`src/rtl/hzd_pkg.sv`:
```
package hzd_pkg;
  localparam int unsigned REG_AW = 5;

  typedef enum logic [1:0] {
    FWD_RF    = 2'b00,
    FWD_MEMWB = 2'b01,
    FWD_EXMEM = 2'b10
  } fwd_sel_e;
endpackage

```
`src/rtl/hzd_ex_bypass.sv`:
```
module hzd_ex_bypass
  import hzd_pkg::*;
#(
  parameter int unsigned AW = REG_AW
) (
  input  logic [AW-1:0] src_i,
  input  logic [AW-1:0] mem_rd_i,
  input  logic          mem_we_i,
  input  logic [AW-1:0] wb_rd_i,
  input  logic          wb_we_i,
  output logic [1:0]    sel_o
);
  localparam logic [AW-1:0] ZERO_IDX = '0;

  logic hit_mem, hit_wb;
  fwd_sel_e sel;

  assign hit_mem = mem_we_i && (mem_rd_i != ZERO_IDX) && (mem_rd_i == src_i);
  assign hit_wb  = wb_we_i  && (wb_rd_i  != ZERO_IDX) && (wb_rd_i  == src_i);

  // youngest producer first
  always_comb begin
    if (hit_mem)     sel = FWD_EXMEM;
    else if (hit_wb) sel = FWD_MEMWB;
    else             sel = FWD_RF;
  end

  assign sel_o = sel;
endmodule

```
`src/rtl/hzd_load_interlock.sv`:
```
module hzd_load_interlock
  import hzd_pkg::*;
#(
  parameter int unsigned AW = REG_AW
) (
  input  logic [AW-1:0] id_rs_i,
  input  logic [AW-1:0] id_rt_i,
  input  logic          id_use_rs_i,
  input  logic          id_use_rt_i,
  input  logic [AW-1:0] ex_rd_i,
  input  logic          ex_load_i,
  output logic          stall_o
);
  localparam logic [AW-1:0] ZERO_IDX = '0;

  logic dst_live;
  logic need_rs, need_rt;

  assign dst_live = ex_load_i && (ex_rd_i != ZERO_IDX);
  assign need_rs  = id_use_rs_i && (id_rs_i == ex_rd_i);
  assign need_rt  = id_use_rt_i && (id_rt_i == ex_rd_i);
  assign stall_o  = dst_live && (need_rs || need_rt);
endmodule

```
`src/rtl/hzd_branch_ctrl.sv`:
```
module hzd_branch_ctrl
  import hzd_pkg::*;
#(
  parameter int unsigned AW = REG_AW
) (
  input  logic          id_branch_i,
  input  logic          br_taken_i,
  input  logic [AW-1:0] id_rs_i,
  input  logic [AW-1:0] id_rt_i,
  input  logic          id_use_rs_i,
  input  logic          id_use_rt_i,
  input  logic [AW-1:0] ex_rd_i,
  input  logic          ex_we_i,
  input  logic [AW-1:0] mem_rd_i,
  input  logic          mem_we_i,
  input  logic          mem_load_i,
  input  logic          other_stall_i,
  output logic          br_stall_o,
  output logic          fwd_a_o,
  output logic          fwd_b_o,
  output logic          flush_o
);
  localparam int unsigned NSRC = 2;
  localparam logic [AW-1:0] ZERO_IDX = '0;

  logic [AW-1:0] src   [NSRC];
  logic [NSRC-1:0] use_src;
  logic [NSRC-1:0] wait_ex, wait_mem, byp_mem;

  assign src[0]  = id_rs_i;
  assign src[1]  = id_rt_i;
  assign use_src = {id_use_rt_i, id_use_rs_i};

  for (genvar g = 0; g < NSRC; g++) begin : g_src
    logic live;
    assign live        = id_branch_i && use_src[g] && (src[g] != ZERO_IDX);
    assign wait_ex[g]  = live && ex_we_i && (ex_rd_i == src[g]);
    assign wait_mem[g] = live && mem_we_i && mem_load_i && (mem_rd_i == src[g]);
    assign byp_mem[g]  = live && mem_we_i && !mem_load_i && (mem_rd_i == src[g]);
  end

  assign br_stall_o = |wait_ex || |wait_mem;
  assign fwd_a_o    = byp_mem[0];
  assign fwd_b_o    = byp_mem[1];
  // an unresolved branch must not squash anything
  assign flush_o    = id_branch_i && br_taken_i && !br_stall_o && !other_stall_i;
endmodule

```
`src/rtl/hzd_unit.sv`:
```
module hzd_unit
  import hzd_pkg::*;
#(
  parameter int unsigned AW = REG_AW
) (
  input  logic [AW-1:0] id_rs_i,
  input  logic [AW-1:0] id_rt_i,
  input  logic          id_use_rs_i,
  input  logic          id_use_rt_i,
  input  logic          id_branch_i,
  input  logic          br_taken_i,
  input  logic [AW-1:0] ex_rs_i,
  input  logic [AW-1:0] ex_rt_i,
  input  logic [AW-1:0] ex_rd_i,
  input  logic          ex_regwrite_i,
  input  logic          ex_memread_i,
  input  logic [AW-1:0] mem_rd_i,
  input  logic          mem_regwrite_i,
  input  logic          mem_memread_i,
  input  logic [AW-1:0] wb_rd_i,
  input  logic          wb_regwrite_i,
  output logic [1:0]    ex_fwd_a_o,
  output logic [1:0]    ex_fwd_b_o,
  output logic          id_fwd_a_o,
  output logic          id_fwd_b_o,
  output logic          stall_o,
  output logic          bubble_o,
  output logic          flush_o
);
  localparam int unsigned NOPS = 2;

  logic [AW-1:0] ex_src [NOPS];
  logic [1:0]    ex_sel [NOPS];
  logic          ld_stall, br_stall;

  assign ex_src[0] = ex_rs_i;
  assign ex_src[1] = ex_rt_i;

  for (genvar g = 0; g < NOPS; g++) begin : g_byp
    hzd_ex_bypass #(.AW(AW)) byp_i (
      .src_i    (ex_src[g]),
      .mem_rd_i (mem_rd_i),
      .mem_we_i (mem_regwrite_i),
      .wb_rd_i  (wb_rd_i),
      .wb_we_i  (wb_regwrite_i),
      .sel_o    (ex_sel[g])
    );
  end

  assign ex_fwd_a_o = ex_sel[0];
  assign ex_fwd_b_o = ex_sel[1];

  hzd_load_interlock #(.AW(AW)) ldi_i (
    .id_rs_i     (id_rs_i),
    .id_rt_i     (id_rt_i),
    .id_use_rs_i (id_use_rs_i),
    .id_use_rt_i (id_use_rt_i),
    .ex_rd_i     (ex_rd_i),
    .ex_load_i   (ex_memread_i),
    .stall_o     (ld_stall)
  );

  hzd_branch_ctrl #(.AW(AW)) brc_i (
    .id_branch_i   (id_branch_i),
    .br_taken_i    (br_taken_i),
    .id_rs_i       (id_rs_i),
    .id_rt_i       (id_rt_i),
    .id_use_rs_i   (id_use_rs_i),
    .id_use_rt_i   (id_use_rt_i),
    .ex_rd_i       (ex_rd_i),
    .ex_we_i       (ex_regwrite_i),
    .mem_rd_i      (mem_rd_i),
    .mem_we_i      (mem_regwrite_i),
    .mem_load_i    (mem_memread_i),
    .other_stall_i (ld_stall),
    .br_stall_o    (br_stall),
    .fwd_a_o       (id_fwd_a_o),
    .fwd_b_o       (id_fwd_b_o),
    .flush_o       (flush_o)
  );

  assign stall_o  = ld_stall || br_stall;
  assign bubble_o = ld_stall || br_stall;
endmodule

```
`config.mk`:
```
export PLATFORM = sky130hd
export DESIGN_NAME = hzd_unit
export DESIGN_NICKNAME = d
export VERILOG_FILES = /design/src/rtl/hzd_pkg.sv /design/src/rtl/hzd_ex_bypass.sv /design/src/rtl/hzd_load_interlock.sv /design/src/rtl/hzd_branch_ctrl.sv /design/src/rtl/hzd_unit.sv
export SDC_FILE = /design/constraint.sdc
export NUM_CORES = 1
export LEC_CHECK = 0
export ABC_AREA = 1
export BUFFER_PORTS_ARGS = -buffer_cell sky130_fd_sc_hd__buf_2
export CORE_ASPECT_RATIO = 1.2
export CORE_MARGIN = 5
export CORE_UTILIZATION = 49
export DETAILED_ROUTE_END_ITERATION = 7
export GPL_TIMING_DRIVEN = 0
export PLACE_DENSITY = 0.95
export SKIP_LAST_GASP = 1
export SYNTH_ARGS = -nofsm -noshare
export SYNTH_HDL_FRONTEND = slang
export SYNTH_SLANG_ARGS = --single-unit
export TNS_END_PERCENT = 1
```
`constraint.sdc`:
```
create_clock -name vclk -period 2
set_input_delay 0.3 -clock vclk [all_inputs]
set_output_delay 0.3 -clock vclk [all_outputs]
set_load 0.005 [all_outputs]
```
# Word-level counts from Yosys, hierarchy flattened

Index checks and enable logic that the tools add are counted.

Reductions and logical operators: 44
Equal/unequal tests: 10
Multiplexer cells: 4

Operators by type and width:

| cell               | count |
|---|---|
| == test 5 bit      | 10 |
| logical AND 1 bit  | 31 |
| nonzero test 5 bit | 5 |
| two-way mux 2 bit  | 2 |
| OR reduction 2 bit | 2 |
| zero test 1 bit    | 3 |
| logical OR 1 bit   | 3 |
| two-way mux 1 bit  | 2 |

Output and inout port bits: 9
Flip-flop bits (word level): 0
Input bits: 44
Logic and storage cells: 58

# Depth between registers and ports, before layout

Gate-level depths: netlist of run 1.

Word-level depth: 10
Depth in mapped cells: 9
Mapped depth without buffers: 9

# By module

From an unflattened synthesis of run 1, not the netlist that was laid out.

Cells, all modules: 282
Area total of the unflattened synthesis: 1218.7 um^2

By module, submodules not included:

| module             | instances | cells an instance | sequential area each (um^2) | area each (um^2) |
|---|---|---|---|---|
| hzd_branch_ctrl    | 1         | 122               | 0.0                         | 540.5 |
| hzd_ex_bypass      | 2         | 51                | 0.0                         | 221.5 |
| hzd_load_interlock | 1         | 54                | 0.0                         | 216.5 |
| hzd_unit           | 1         | 4                 | 0.0                         | 18.8 |

# Worst setup path after synthesis of run 1

No wires, ideal clock.

Kind: input-to-output
Start: input mem_rd_i[4]
End: output stall_o
Stages on the path: 7
Path buffers: 2
Setup slack: 628 ps
Required time: 1700 ps
Data arrival time: 1072 ps
Cells stage by stage: buf_2 > xnor2_1 > nand3_1 > nor2_1 > nor2_1 > nand3_1 > buf_4

Cells in the longest elaborated chain, start to end: 5
Elaborated cells between the ends (all ways): 7
Classes of those cells: eq/ne (2); reduce/logical (5)

RTL lines:

| item                   | RTL line              | RTL |
|---|---|---|
| start: declaration     | hzd_unit.sv:17        | `input logic [AW-1:0] mem_rd_i,` |
| == test 5 bit          | hzd_branch_ctrl.sv:38 | `assign wait_mem[g] = live && mem_we_i && mem_load_i && (mem_rd_i == src[g]);` |
| logical AND 1 bit      | hzd_branch_ctrl.sv:38 |  |
| OR reduction 2 bit (*) | hzd_branch_ctrl.sv:42 | `assign br_stall_o = \|wait_ex \|\| \|wait_mem;` |
| logical OR 1 bit (*)   | hzd_branch_ctrl.sv:42 |  |
| logical OR 1 bit (*)   | n/a                   |  |
| end: declaration       | hzd_unit.sv:26        | `output logic stall_o,` |

Every way passes the cells marked *; elsewhere a longest branch is shown, timed or not.

# Worst setup path after layout of run 1

Start: input id_rs_i[1]
End: output stall_o

Cells in the longest elaborated chain, start to end: 8
Elaborated cells between the ends (all ways): 17
Classes of those cells: eq/ne (3); reduce/logical (14)

RTL lines:

| item                            | RTL line              | RTL |
|---|---|---|
| start: declaration              | hzd_unit.sv:6         | `input logic [AW-1:0] id_rs_i,` |
| nonzero test 5 bit              | hzd_branch_ctrl.sv:36 | `assign live = id_branch_i && use_src[g] && (src[g] != ZERO_IDX);` |
| logical AND 1 bit               | hzd_branch_ctrl.sv:36 |  |
| logical AND 1 bit (3 in series) | hzd_branch_ctrl.sv:38 |  |
| OR reduction 2 bit              | hzd_branch_ctrl.sv:42 |  |
| logical OR 1 bit                | hzd_branch_ctrl.sv:42 |  |
| logical OR 1 bit (*)            | hzd_unit.sv:82        | `assign stall_o = ld_stall \|\| br_stall;` |

Marked as above.

==> impl_metrics.tcl, run 1 <==
set metrics [dict create \
    critPathCaptureType "primary output" \
    fillers 159 \
    vias 1160 \
    combPwrFrac 1.000 \
    grt_pass1_vias 1045 \
    seq_area_frac_synth 0 \
    grt_pass1_wl_mm 4.06 \
    post-cts-setup-buffers 0 \
    first_pass_iters 4 \
    wl_per_cell_um 10.7 \
    path_cells "buf_2, xor2_1, nor2_1, nand3_1, o21ai_0, nand2_1, nand3_1, buf_4, buf_2" \
    hold_class "in2out" \
    seqCellArea_um2 0 \
    worstSetupPathType "in2out" \
    setup-tns-final_ns 0 \
    cpPeakStageDelay_ns 0.17 \
    required_ns 1.70 \
    worst_pin_slew_ns 0.348 \
    seqPwrFrac 0 \
    pre_cts_ws_ns 0.357 \
    diodes 0 \
    fin_total_pwr_mw 0.211 \
    synthToLayoutAreaGrowth_pct 34.6 \
    slew_viol_final 0 \
    multi_input_area_um2 703 \
    ir_drop_mv 0.107 \
    hold_viol_final 0 \
    die_h_um 54.7 \
    finalCritPeriodShare 0.830 \
    ctsResizeCount 0 \
    syn-num-nets 208 \
    finish.net_count 262 \
    fin_ws_ns 0.339 \
    drive_above_1_share 0.278 \
    yosysUniqueCellTypes 15 \
    n_sequential_cell 0 \
    grt_usage 0.208 \
    rsz0062_at_grt "false" \
    crit_cells 9 \
    clkbuf_count 0 \
    crit_slowest_cell "xor2_1" \
    hold_depth 3 \
    drc 0 \
    path_delay_family "simple AND/OR/NAND/NOR gates" \
    p_leak_nw 0.676 \
    cap_viol_max_count 0 \
    status "finished, final reports clean" \
    worst-path-buf-inv 3 \
    dpl_cell_area_um2 1100 \
    slew_headroom 0.766 \
    drt_iter0_markers 29 \
    dieArea_um2 2590 \
    pwr-share-clk 0 \
    path_max_fanout 4 \
    fin_crit_ns 1.66 \
    synth-warning-count 0 \
    pin_count 53 \
    overflow 0 \
    die_x_um 47.3 \
    fp-row-count 16 \
    ant_nets 0 \
    syn_area_um2 817 \
    power_density_nw_per_um2 192 \
    grt_max_degree 6 \
    avgSynthCellArea_um2 4.98 \
    arrival_ns 1.36 \
    setup_viol 0 \
    switching_power_mw 0.117 \
    critPathLaunchType "input port" \
    initial_core_util 0.510 \
    antenna_found_initial 0 \
    finalWeightedCongestion 0.895 \
    netlist_instances 164 \
    switching_share 0.553 \
    dpl.hpwl_mm 2.29 \
    p_int_mw 0.0944 \
    io_buffers 52 \
    fin_area_um2 1100 \
    core_um2 1600 \
    vias_per_cell 4.96 \
    cts_hold_buf 0 \
    timing.fmax_mhz 602 \
    wl_mm 2.51 \
]
[power groups by stage]
stage	logic (mW)	registers [mW]	clock network, mW
final	0.211	0	0
after global routing	0.236	0	0
after CTS	0.210	0	0
after detailed placement	0.209	0	0
after global placement	0.204	0	0
after floorplan	0.115	0	0
[layout make-up]
class	count	share of cell area
buffer	4	0.0250
inverter	23	0.0785
tap	18	0.0205
multi-input combinational	137	0.639
timing repair buffer	52	0.237
[cell families after synthesis]
logic type,Yosys count,synth area share
AO/OA/AOI/OAI,3,0.0184
XOR/XNOR,26,0.279
AND/OR/NAND/NOR,108,0.564
buffers and inverters,27,0.139
[synthesized netlist by cell type]
cell,count,area share
nor3_1,4,0.025
buf_4,3,0.028
nor4_2,1,0.015
nand2_2,1,0.0077
inv_2,2,0.0092
buf_2,1,0.0061
inv_1,21,0.096
xor2_1,8,0.086
nor2_1,25,0.11
nand2_1,56,0.26
nand4_1,8,0.061
nor4_1,2,0.015
xnor2_1,18,0.19
o21ai_0,3,0.018
nand3_1,11,0.067
[through the flow]
step	hold WS, ns	cells	utilization
after detailed placement	0.867	234	0.687
after floorplan	0.631	164	-
after global routing	0.879	234	0.687
after global placement	0.869	234	0.687
after CTS	0.868	234	0.687
final	0.865	234	0.687
[cells in the final DEF (no fill, tap or decap)]
cell type,count
nand2_1,56
buf_2,53
nor2_1,25
inv_1,21
xnor2_1,18
nand3_1,11
xor2_1,8
nand4_1,8
nor3_1,4
o21ai_0,3
buf_4,3
inv_2,2
nor4_1,2
nor4_2,1
nand2_2,1
[final timing paths]
kind	from	end
min	mem_memread_i	id_fwd_a_o
max	id_rs_i[1]	stall_o
[routing by layer]
layer	vias to the layer above	global-route usage	part of all wire
li1	612	-	-
met1	511	0.262	0.40
met2	33	0.388	0.54
met3	4	0	0.045
met4	0	0.0369	0.014
met5	-	0	0
(Power assumes the default switching activity.)
==> run 2, diff against run 1 <==
Settings changed: CORE_UTILIZATION 49 to 45, PLACE_DENSITY 0.95 to 0.93.
Clock period 2 ns to 1.6 ns, I/O delays scaled along.
==> run 2 against run 1 <==
Worst setup slack got worse by 0.26 ns. Non-clock buffer count unchanged. Routed wire length decreased by 1.3%. Combinational power increased by 32%. Die area increased by 7.1%. Final cell count unchanged. First-iteration DRC count decreased by 48%. Cell area increased by 5.0%. Count of clock-buffer cells in the layout unchanged.
==> impl_metrics.tcl, run 2 (synthesized netlist as in run 1, its figures left out) <==
set metrics [dict create \
    path_cells "buf_2, inv_1, nand2_2, nand2_1, nor2_1, nand3_1, nor2_1, nor2_1, nand3_2, buf_4, buf_2" \
    cap_viol_max_count 0 \
    fin_crit_ns 1.52 \
    stdcell_count 234 \
    required_ns 1.36 \
    setup-tns-final_ns 0 \
    worst_pin_slew_ns 0.299 \
    fin_total_pwr_mw 0.279 \
    ir_drop_mv 0.124 \
    drt_iter0_markers 15 \
    power_density_nw_per_um2 241 \
    diodes 0 \
    critPathCaptureType "primary output" \
    hold_class "in2out" \
    worstSetupPathType "in2out" \
    n_sequential_cell 0 \
    synthToLayoutAreaGrowth_pct 41.3 \
    fillers 171 \
    ctsResizeCount 0 \
    finish.net_count 262 \
    finalCritPeriodShare 0.948 \
    multi_input_area_um2 753 \
    crit_end "stall_o" \
    wl_mm 2.48 \
    cpMostUsedCell "nor2_1" \
    cts_hold_buf 0 \
    grt_usage 0.163 \
    status "finished, final reports clean" \
    dpl.hpwl_mm 2.18 \
    die_h_um 56.7 \
    grt_pass1_wl_mm 3.97 \
    fp-row-count 16 \
    hold_viol_final 0 \
    overflow 0 \
    vias_per_cell 4.90 \
    crit_slowest_cell "nor2_1" \
    path_max_fanout 4 \
    post-cts-setup-buffers 0 \
    wl_met1_mm 1.01 \
    critPathLaunch "id_rt_i[3]" \
    worst-path-buf-inv 4 \
    io_buffers 52 \
    final_cell_mix "nand2_1, buf_2, nor2_1" \
    core_um2 1680 \
    final_common_cell "nand2_1" \
    cpPeakStageDelay_ns 0.15 \
    finalWeightedCongestion 0.931 \
    initial_core_util 0.486 \
    placed_cells 234 \
    slew_headroom 0.798 \
    grt_pass1_vias 1001 \
    antenna_found_initial 0 \
    clkbuf_count 0 \
    slew_viol_final 0 \
    path_delay_family "simple AND/OR/NAND/NOR gates" \
    setup_viol 0 \
    grt_max_degree 6 \
    dieArea_um2 2770 \
    dr_wl_met2_mm 1.24 \
    critPathLaunchType "input port" \
    crit_cells 11 \
    arrival_ns 1.28 \
    first_pass_iters 4 \
    drive_above_1_share 0.356 \
    timing.fmax_mhz 659 \
    wl_per_cell_um 10.6 \
    die_x_um 48.9 \
    vias 1146 \
    wl_met3_um 199 \
    ant_nets 0 \
    drc 0 \
    seqCellArea_um2 0 \
    routed.top_layer "met4" \
    p_leak_nw 0.681 \
    pin_count 53 \
]
[run 2: cell types whose count changed in the layout (fill, tap and decap cells not counted), sizes merged]
cell / previous run / this run
clkbuf: 0 / 1
buf: 56 / 55
[run 2: power by group]
group / switching [mW] / internal [mW] / total, mW
clock: 0 / 0 / 0
sequential: 0 / 0 / 0
combinational: 0.155 / 0.124 / 0.279
total: 0.155 / 0.124 / 0.279
[run 2: worst min-delay path by stage]
stage	from	depth (start not counted)	slack, ns	end
after floorplan	mem_memread_i	1	0.51	id_fwd_a_o
after global placement	mem_memread_i	3	0.75	id_fwd_b_o
after detailed placement	mem_memread_i	3	0.75	id_fwd_b_o
after CTS	mem_memread_i	3	0.75	id_fwd_b_o
after global routing	mem_memread_i	3	0.77	id_fwd_b_o
final	mem_memread_i	3	0.75	id_fwd_b_o
[run 2: metrics by stage]
step           setup slack (ns)   util  area [µm²]  hold slack [ns]
2_1_floorplan             0.348      -         817            0.511
3_3_place_gp             0.0938  0.654        1100            0.751
3_5_place_dp             0.0732  0.654        1100            0.753
4_1_cts                  0.0734  0.654        1100            0.753
5_1_grt                 -0.0591  0.687        1150            0.769
6_report                 0.0828  0.687        1150            0.749
[run 2: final cells by class]
type / instances / share of cell area
plain buffers: 4 / 0.0238
inverters: 23 / 0.0769
multi-input cells: 137 / 0.652
well taps: 18 / 0.0195
repair buffers: 52 / 0.228
[run 2: routing by layer]
metal	track usage	vias to the layer above
met2	0.313	46
met4	0.00769	0
met5	0	-
met3	0.0212	4
met1	0.195	481
li1	-	615
==> run 3, diff against run 2 <==
Settings changed: GPL_ROUTABILITY_DRIVEN from default to 0, GPL_TIMING_DRIVEN 0 to default.
==> run 3 against run 2 <==
Die area did not move. Global-route usage grew 0.86 points. Maximum frequency increased by 2.5%. Largest cell class unchanged. Highest routed layer unchanged.
==> impl_metrics.tcl, run 3 (synthesized netlist as in run 1, its figures left out) <==
set metrics [dict create \
    grt_max_degree 6 \
    wl_per_cell_um 11.3 \
    grt_pass1_vias 1033 \
    critPathCaptureType "primary output" \
    critPathLaunchType "input port" \
    fin_total_pwr_mw 0.277 \
    setup_viol 0 \
    dpl.hpwl_mm 2.27 \
    n_sequential_cell 0 \
    hold_slack_ns 0.748 \
    core_um2 1680 \
    crit_end "flush_o" \
    fp-row-count 16 \
    overflow 0 \
    p_leak_nw 0.660 \
    required_ns 1.36 \
    pin_count 53 \
    fin_area_um2 1140 \
    cap_viol_max_count 0 \
    power_density_nw_per_um2 244 \
    slew_headroom 0.792 \
    first_pass_iters 4 \
    cts_hold_buf 0 \
    vias_per_cell 4.97 \
    hold_class "in2out" \
    fin_crit_ns 1.48 \
    ir_drop_mv 0.127 \
    arrival_ns 1.24 \
    wl_mm 2.60 \
    grt_usage 0.171 \
    finalCritPeriodShare 0.925 \
    worstSetupPathType "in2out" \
    antenna_found_initial 0 \
    final_cell_mix "nand2_1, buf_2, nor2_1" \
    drc 0 \
    dieArea_um2 2770 \
    diodes 0 \
    slew_viol_final 0 \
    vias 1147 \
    status "finished, final reports clean" \
    dpl_cell_area_um2 1080 \
    worst_pin_slew_ns 0.308 \
    hold_viol_final 0 \
    io_buffers 53 \
    critPathLaunch "id_rs_i[0]" \
    final_core_util 0.676 \
    initial_core_util 0.486 \
    die_h_um 56.7 \
    finish.net_count 259 \
    drt_iter0_markers 29 \
    clkbuf_count 0 \
    seqCellArea_um2 0 \
    die_x_um 48.9 \
    fillers 174 \
    drive_above_1_share 0.343 \
    synthToLayoutAreaGrowth_pct 39.2 \
    grt_pass1_wl_mm 4.17 \
    ant_nets 0 \
    final_common_cell "nand2_1" \
    timing.fmax_mhz 676 \
    path_max_fanout 4 \
]
run 3: layout make-up:
cell class | instances | area [µm²] | share of cell area
inverter | 23 | 88.8 | 0.0781
multi-input combinational | 137 | 748 | 0.658
tap | 18 | 22.5 | 0.0198
timing repair buffer | 53 | 278 | 0.244
run 3: power by group:
group          leakage (nW)  switching (mW)  internal [mW]
Sequential                0               0              0
Combinational         0.660           0.153          0.124
Clock                     0               0              0
Total                 0.660           0.153          0.124
run 3: routing by layer:
layer | routed length (µm) | track usage
met5 | 0 | 0
met4 | 12 | 0.00769
met3 | 189 | 0.0212
met2 | 1380 | 0.338
met1 | 1020 | 0.200
run 3: worst min-delay path by stage:
| stage | from | to | slack, ns | cells past startpoint |
|---|---|---|---|---|
| finish | mem_memread_i | id_fwd_b_o | 0.75 | 3 |
| global route | mem_memread_i | id_fwd_b_o | 0.77 | 3 |
| CTS | mem_memread_i | id_fwd_b_o | 0.75 | 3 |
| detailed placement | mem_memread_i | id_fwd_b_o | 0.75 | 3 |
| global placement | mem_memread_i | id_fwd_b_o | 0.75 | 3 |
| floorplan | mem_memread_i | id_fwd_a_o | 0.51 | 1 |
run 3: worst max-delay path, cell delays in order:
cell	delay, ns
buf_4	0.13
nor2_4	0.11
nand3_2	0.10
nand2_1	0.09
inv_2	0.04
nand2_1	0.05
nor2_1	0.04
nor2_1	0.13
nand3_1	0.10
nor2_1	0.10
buf_2	0.11
run 3: timing repair:
item | CTS | global route
setup buffers | 0 | 0
resized for setup | 0 | 26
setup endpoints to repair | 0 | 1
run 3: through the flow:
step                      cells  setup slack, ns  setup TNS, ns
final                       231            0.120              0
after global routing        231          -0.0218        -0.0218
after CTS                   231            0.131              0
after detailed placement    231            0.134              0
after global placement      231            0.145              0
after floorplan             164            0.348              0
